## src/rtl/dds_pkg.sv

```systemverilog
package dds_pkg;

    localparam real PI = 3.141592653589793;

    // Quarter-sine magnitude for entry k of a table with 'depth' entries,
    // sampled at the bin centre so the mirrored read is exactly symmetric.
    function automatic int quarter_sine(int k, int depth, int peak);
        real x;
        real term;
        real sum;
        x    = PI * (real'(k) + 0.5) / (2.0 * real'(depth));
        term = x;
        sum  = x;
        for (int n = 1; n <= 9; n++) begin
            term = -term * x * x / real'((2 * n) * (2 * n + 1));
            sum  = sum + term;
        end
        return $rtoi(real'(peak) * sum + 0.5);
    endfunction

endpackage

```

## src/rtl/dds_phase_acc.sv

```systemverilog
module dds_phase_acc #(
    parameter int ACC_W = 28
) (
    input  logic             clk,
    input  logic             rst,
    input  logic             tw_wr,
    input  logic [ACC_W-1:0] tw_in,
    output logic [ACC_W-1:0] phase,
    output logic [ACC_W-1:0] tw_cur
);

    typedef struct packed {
        logic [ACC_W-1:0] tw;
        logic [ACC_W-1:0] acc;
    } acc_st_t;

    acc_st_t st_d, st_q;

    always_comb begin
        st_d     = st_q;
        st_d.acc = st_q.acc + st_q.tw;
        if (tw_wr) begin
            st_d.tw = tw_in;
        end
    end

    always_ff @(posedge clk) begin
        if (rst) begin
            st_q <= '0;
        end else begin
            st_q <= st_d;
        end
    end

    assign phase  = st_q.acc;
    assign tw_cur = st_q.tw;

endmodule

```

## src/rtl/dds_quarter_rom.sv

```systemverilog
module dds_quarter_rom #(
    parameter int Q_W   = 8,
    parameter int MAG_W = 9
) (
    input  logic [Q_W-1:0]   addr,
    output logic [MAG_W-1:0] mag
);

    localparam int DEPTH = 1 << Q_W;
    localparam int PEAK  = (1 << MAG_W) - 1;

    logic [MAG_W-1:0] tbl [DEPTH];

    for (genvar k = 0; k < DEPTH; k++) begin : g_entry
        localparam int VAL = dds_pkg::quarter_sine(k, DEPTH, PEAK);
        assign tbl[k] = MAG_W'(VAL);
    end

    assign mag = tbl[addr];

endmodule

```

## src/rtl/dds_fold.sv

```systemverilog
module dds_fold #(
    parameter int ACC_W = 28,
    parameter int Q_W   = 8,
    parameter int AMP_W = 10
) (
    input  logic                    clk,
    input  logic                    rst,
    input  logic [ACC_W-1:0]        phase,
    output logic [Q_W-1:0]          rom_addr,
    input  logic [AMP_W-2:0]        rom_mag,
    output logic signed [AMP_W-1:0] sample,
    output logic                    valid
);

    typedef struct packed {
        logic signed [AMP_W-1:0] smp;
        logic                    vld;
    } out_st_t;

    out_st_t          st_d, st_q;
    logic [1:0]       quad;
    logic [Q_W-1:0]   idx;
    logic [AMP_W-1:0] mag_ext;

    assign quad = phase[ACC_W-1 -: 2];
    assign idx  = phase[ACC_W-3 -: Q_W];

    always_comb begin
        rom_addr = quad[0] ? ~idx : idx;
        mag_ext  = {1'b0, rom_mag};
        st_d     = st_q;
        st_d.smp = quad[1] ? -$signed(mag_ext) : $signed(mag_ext);
        st_d.vld = 1'b1;
    end

    always_ff @(posedge clk) begin
        if (rst) begin
            st_q <= '0;
        end else begin
            st_q <= st_d;
        end
    end

    assign sample = st_q.smp;
    assign valid  = st_q.vld;

endmodule

```

## src/rtl/dds_sine_gen.sv

```systemverilog
module dds_sine_gen #(
    parameter int ACC_W = 28,
    parameter int Q_W   = 8,
    parameter int AMP_W = 10
) (
    input  logic                    clk,
    input  logic                    rst,
    input  logic                    tw_wr,
    input  logic [ACC_W-1:0]        tw_in,
    output logic signed [AMP_W-1:0] sample_out,
    output logic                    sample_vld
);

    localparam int MAG_W = AMP_W - 1;

    logic [ACC_W-1:0] phase;
    logic [ACC_W-1:0] tw_cur;
    logic [Q_W-1:0]   rom_addr;
    logic [MAG_W-1:0] rom_mag;

    dds_phase_acc #(.ACC_W(ACC_W)) u_acc (
        .clk    (clk),
        .rst    (rst),
        .tw_wr  (tw_wr),
        .tw_in  (tw_in),
        .phase  (phase),
        .tw_cur (tw_cur)
    );

    dds_quarter_rom #(.Q_W(Q_W), .MAG_W(MAG_W)) u_rom (
        .addr (rom_addr),
        .mag  (rom_mag)
    );

    dds_fold #(.ACC_W(ACC_W), .Q_W(Q_W), .AMP_W(AMP_W)) u_fold (
        .clk      (clk),
        .rst      (rst),
        .phase    (phase),
        .rom_addr (rom_addr),
        .rom_mag  (rom_mag),
        .sample   (sample_out),
        .valid    (sample_vld)
    );

endmodule

```

## config.mk

```make
export PLATFORM = sky130hd
export DESIGN_NAME = dds_sine_gen
export DESIGN_NICKNAME = d
export VERILOG_FILES = /design/src/rtl/dds_pkg.sv /design/src/rtl/dds_phase_acc.sv /design/src/rtl/dds_quarter_rom.sv /design/src/rtl/dds_fold.sv /design/src/rtl/dds_sine_gen.sv
export SDC_FILE = /design/constraint.sdc
export NUM_CORES = 1
export LEC_CHECK = 0
export BUFFER_PORTS_ARGS = -buffer_cell sky130_fd_sc_hd__buf_2
export CORE_ASPECT_RATIO = 0.5
export CORE_MARGIN = 1
export CORE_UTILIZATION = 60
export CTS_CLUSTER_DIAMETER = 30
export DETAILED_ROUTE_END_ITERATION = 12
export PLACE_DENSITY = 0.79
export SLEW_MARGIN = 20
export SYNTH_ARGS = -nofsm -noshare
export SYNTH_HDL_FRONTEND = slang
export SYNTH_HIERARCHICAL = 1
export SYNTH_SLANG_ARGS = --single-unit
```

## constraint.sdc

```tcl
create_clock -name clk -period 5.25 [get_ports clk]
set_input_delay 0.7875 -clock clk [delete_from_list [all_inputs] [get_ports clk]]
set_output_delay 0.7875 -clock clk [all_outputs]
set_load 0.1 [all_outputs]
```

# Yosys cells after proc, flatten, opt, wreduce, memory -nomap -nowiden
# Memory sizes are Yosys's and may differ from the RTL's.
# Cells that the tools add are included.
word_totals:
  regBits: 67
  rom_bits: 2304
  inputBits: 31
  output_inout_bits: 11
  word_cells: 18
  mem_count: 1
mem_list:
  columns: ["name", "depth", "word_bits", "rd", "rd_clocked_by_memory_dff", "wr", "line_no", "source"]
  rows:
  - ["(no name shown)", 256, 9, 1, 0, 0, "dds_quarter_rom.sv:19", "assign mag = tbl[addr];"]
op_classes:
  add_sub_neg: 2
  n_lt_le_gt_ge: 1
  mux: 5
  n_bitwise: 3
  n_reduce_logical: 1
ops:
  columns: ["cell", "count"]
  rows:
  - ["$add 28x28->28", 1]
  - ["$mux 9", 3]
  - ["$neg 9->10", 1]
  - ["$ge 9x9->1 const B", 1]
  - ["$not 8->9", 1]
  - ["$mux 8", 1]
  - ["$not 8->8", 1]
  - ["$reduce_or 2->1", 1]
  - ["$mux 1", 1]
  - ["$not 1->1", 1]

# Longest topological paths before layout
logic_depth:
  depth_word: 8
  mapped_depth: 16
  mapped_depth_nobuf: 13

# Cells and area by module
# The synthesis kept the hierarchy.
by_module_without_submodules:
  columns: ["module", "instances", "cells_each", "area_each_um2", "seq_area_each_um2"]
  rows:
  - ["dds_phase_acc", 1, 384, 3430.8, 1121.1]
  - ["dds_quarter_rom", 1, 341, 2265.9, 0.0]
  - ["dds_fold", 1, 62, 563.0, 220.2]

# Worst setup path before layout
# Ideal clock, no wire load.
synth_timing:
  kind: "flip-flop to flip-flop"
  startpoint: "register u_acc.st_q, in the netlist u_acc/phase[26]"
  endpoint: "register u_fold.st_q, in the netlist u_fold/sample[6]"
  setup_time_ns: 0.121
  t_arrival_ns: 4.395
  required_ns: 5.129
  setup_slack_ns: 0.734
  path_stages_with_launch: 17
  n_path_buf: 3
  period_less_slack_ns: 4.516
  path_cell_list: "dfxtp_1 -> clkbuf_1 -> xor2_1 -> clkbuf_1 -> inv_1 -> ha_1 -> clkbuf_1 -> nor2_1 -> a211oi_1 -> a211oi_1 -> o41ai_1 -> a22oi_2 -> inv_1 -> ha_1 -> or3b_4 -> o31ai_1 -> mux2_2"
synth_between:
  elab_chain_len: 7
synth_rtl:
  columns: ["element", "line_no", "source"]
  rows:
  - ["start: declaration", "dds_phase_acc.sv:17", "acc_st_t st_d, st_q;"]
  - ["start signal: assignment", "dds_phase_acc.sv:31", "st_q <= st_d;"]
  - ["$mux 8", "dds_fold.sv:29", "rom_addr = quad[0] ? ~idx : idx;"]
  - ["net rom_addr[1]", "dds_sine_gen.sv:18", "logic [Q_W-1:0] rom_addr;"]
  - ["$not 8->9 (not written as such)", "dds_quarter_rom.sv:19", null]
  - ["$mem_v2 256x9", null, null]
  - ["$mux 9 (not written as such) (2 in a row)", "dds_quarter_rom.sv:19", null]
  - ["net rom_mag[1]", "dds_sine_gen.sv:19", "logic [MAG_W-1:0] rom_mag;"]
  - ["$neg 9->10", "dds_fold.sv:32", "st_d.smp = quad[1] ? -$signed(mag_ext) : $signed(mag_ext);"]
  - ["$mux 9", "dds_fold.sv:32", null]
  - ["end signal: assignment", "dds_fold.sv:40", "st_q <= st_d;"]
  - ["end: declaration", "dds_fold.sv:20", "out_st_t st_d, st_q;"]
# The timed path passes the listed nets, and every way through them passes these cells. The select of a mux whose other input is x is not followed.
# A chain may end at the register's enable or synchronous reset.

# Worst setup path in the final report
layout_timing:
  startpoint: "register u_acc.st_q, in the netlist u_acc/phase[26]"
  endpoint: "register u_fold.st_q, in the netlist u_fold/sample[7]"
# The elaborated chain is that of the path after synthesis.

==> flow_summary.yaml <==
sta:
  slew_headroom: 0.394
  rsz0062_at_grt: "false"
  post-route-period-util: 0.832
  postLayoutSetupSlackWorst_ns: 0.884
  setup_tns_ns: 0
  fin_crit_ns: 4.37
  whs_ns: 0.504
  setup_viol: 0
  hold_viol_final: 0
  report.final.slew_viol_count: 0
  fmax_ghz: 0.229
  worst_pin_slew_ns: 0.909
  fin_skew_ns: 0.00889
placed_design:
  dpl_cell_area_sq_um: 6490
  dpl_worst_slack_ns: 1.04
  gp_congestion: 1.01
  io_buffers: 41
  detailed_place_hpwl_um: 12300
  dp_cells: 912
drt:
  wl_um: 17500
  ant_nets: 0
  first_pass_iters: 5
  drtIter0Drc: 725
  vias: 6144
  drc: 0
  viasPerCell: 6.62
  post_drt_wl_per_cell_um: 18.8
worst_setup_path:
  crit_type: "flop to flop"
  arrival_ns: 4.58
  startpoint_type: "flop"
  cp_common_cell: "buf_4"
  cp.required_ns: 5.46
  crit_chain: "buf_4 -> xor2_4 -> buf_4 -> nor2b_1 -> nor2_1 -> a221o_1 -> o2111a_1 -> a311o_1 -> nor4_1 -> a21boi_0 -> mux2_2"
  slowest_stage: "nor4_1"
  path_max_fanout: 58
  cpPeakStageDelay_ns: 0.56
  cp-end-kind: "flop"
clock_network:
  htree_levels: 3
  cts_made_buffers: 9
  cts_sinks: 67
  cts_resized: 0
  cts-root-buf: "clkbuf_16"
  worstSkewPairLatency_ns: 0.33
  cts_tree: "built"
  postCtsHoldBufs: 0
  post_cts_buffers: 0
  clockBufferDepth: 2
  path_clk_slew_ns: 0.06
die:
  die_h_um: 74.2
  die-area_sq_um: 10900
  start_util: 0.639
  core_area_sq_um: 9790
  ios: 42
  die_x_um: 146
  num_rows: 25
global_route:
  grt_max_degree: 59
  grt_pass1_vias: 5666
  gr-total-overflow: 0
  antenna_found_initial: 0
  grt_util_all_layers: 0.326
  grt_pass1_wl_um: 28000
power_and_ir_drop:
  p_switching_mw: 1.84
  ir_drop_mv: 0.221
  seqPwrFrac: 0.176
  p_per_area_nw_per_um2: 529
  combinationalPowerShare: 0.666
  p_clk_frac: 0.158
  swShare: 0.513
  p_leak_nw: 2.82
  intPower_mw: 1.75
  power_mw: 3.58
synthesis:
  synth.net_count: 860
  async_reset_ff_frac: 0
  synth_commonest_cells: "84 x nor2_1, 67 x dfxtp_1, 58 x a21oi_1, 43 x nand2_1, 41 x ha_1"
  yosysSeqAreaShare: 0.214
  yosys.cell_count.top_type: "nor2_1"
  synth.area.top_cells: "dfxtp_1 21%, ha_1 8.2%, mux2i_1 5.3%, nor2_1 5.0%, a21oi_1 4.6%"
  synth_ff_type: "dfxtp_1"
  yosys_warnings: 6
  ys_ff_latch: 67
  synth-edff-count: 0
  yosysUniqueCellTypes: 96
  synth_top_area_cell: "dfxtp_1"
  synth_cells: 787
  syn_area_sq_um: 6260
  synth_top_cell_area_share: 0.214
  syn_area_per_cell_sq_um: 7.95
layout:
  drive_gt1_frac: 0.150
  post-route-util: 0.691
  finalNetCount: 861
  stdcell_area_sq_um: 6770
  nFillCells: 802
  layout.cells.non_filler: 928
  insertedDiodeCount: 0
  areaGrowthSynthToFinish_pct: 8.12
run:
  maxCapViolations: 0
hold_path:
  min_path_type: "flop to flop"
run_status:
  status: "completed"
[sequential cells by signal (all words and copies together) (netlist names)]
| register | cells |
|---|---|
| u_fold/sample | 10 |
| u_acc/phase | 28 |
| u_acc/tw_cur | 28 |
| u_fold/valid | 1 |
[area by class of cell]
type | instances | area [sq um] | share of cell area
Multi-Input combinational cell | 632 | 4590 | 0.679
Timing Repair Buffer | 52 | 288 | 0.0425
Clock buffer | 10 | 229 | 0.0338
Inverter | 26 | 97.6 | 0.0144
Tap cell | 135 | 169 | 0.0250
Clock inverter | 6 | 50.0 | 0.00740
Sequential cell | 67 | 1340 | 0.198
[path summary, 6_finish.rpt]
check / from / to / slack, ns / depth (start not counted)
max: u_acc/phase[26] / u_fold/sample[7] / 0.88 / 11
min: u_acc/tw_cur[2] / u_acc/tw_cur[2] / 0.50 / 2
max reg2reg: u_acc/phase[26] / u_fold/sample[7] / 0.88 / 11
min reg2reg: u_acc/tw_cur[2] / u_acc/tw_cur[2] / 0.50 / 2
[critical path: cells and delay by family, from the launching register on]
family	cells	cell delay [ns]
flip-flops	1	0.38
buffers and inverters	2	0.83
AND/OR/NAND/NOR	3	1.23
AO/OA/AOI/OAI	4	1.06
XOR/XNOR	1	0.41
multiplexers	1	0.31
[kinds of logic after synthesis]
| group | synth area share |
|---|---|
| flip-flops | 0.214 |
| adder cells (fa/ha/maj) | 0.0851 |
| AND/OR/NAND/NOR | 0.224 |
| AO/OA/AOI/OAI | 0.277 |
| buffers and inverters | 0.0622 |
| multiplexers | 0.109 |
| XOR/XNOR | 0.0280 |
[per-layer routing]
| metal | vias to the layer above | track usage | share of wire |
|---|---|---|---|
| li1 | 2905 | - | - |
| met1 | 2880 | 0.396 | 0.42 |
| met2 | 303 | 0.567 | 0.46 |
| met3 | 56 | 0.0687 | 0.084 |
| met4 | 0 | 0.156 | 0.034 |
| met5 | - | 0 | 0 |
[placed cells by master, fill, tap and decap left out, types with 5 or more instances in the layout]
master and instances:
mux2_1 6, nand2b_1 14, a21oi_2 6, a22oi_1 5
or3_1 9, a21boi_0 6, xor2_1 6, clkbuf_16 9
nand2_1 43, o31ai_1 7, a21o_1 16, o21ai_1 5
a31oi_1 11, nor2_1 84, nand3_1 13, nand4_1 6
a21oi_1 58, o221ai_1 9, mux2i_1 33, nor4_1 7
nor3_1 21, xnor2_1 10, o22ai_1 5, o21ai_0 38
o21a_1 10, inv_1 22, nor2b_1 31, ha_1 41
o21bai_1 5, dfxtp_1 67, a211oi_1 10, nor3b_1 5
buf_4 11, buf_2 41, o211ai_1 8, mux4_2 10
[power by group through the flow]
stage	sequential [mW]	combinational [mW]	clock [mW]
after floorplan	0.836	1.60	0
after global placement	0.638	2.30	0
after detailed placement	0.642	2.30	0
after CTS	0.631	2.31	0.575
after global routing	0.639	2.54	0.596
final	0.630	2.39	0.566
Power figures use the tool's default switching activity.
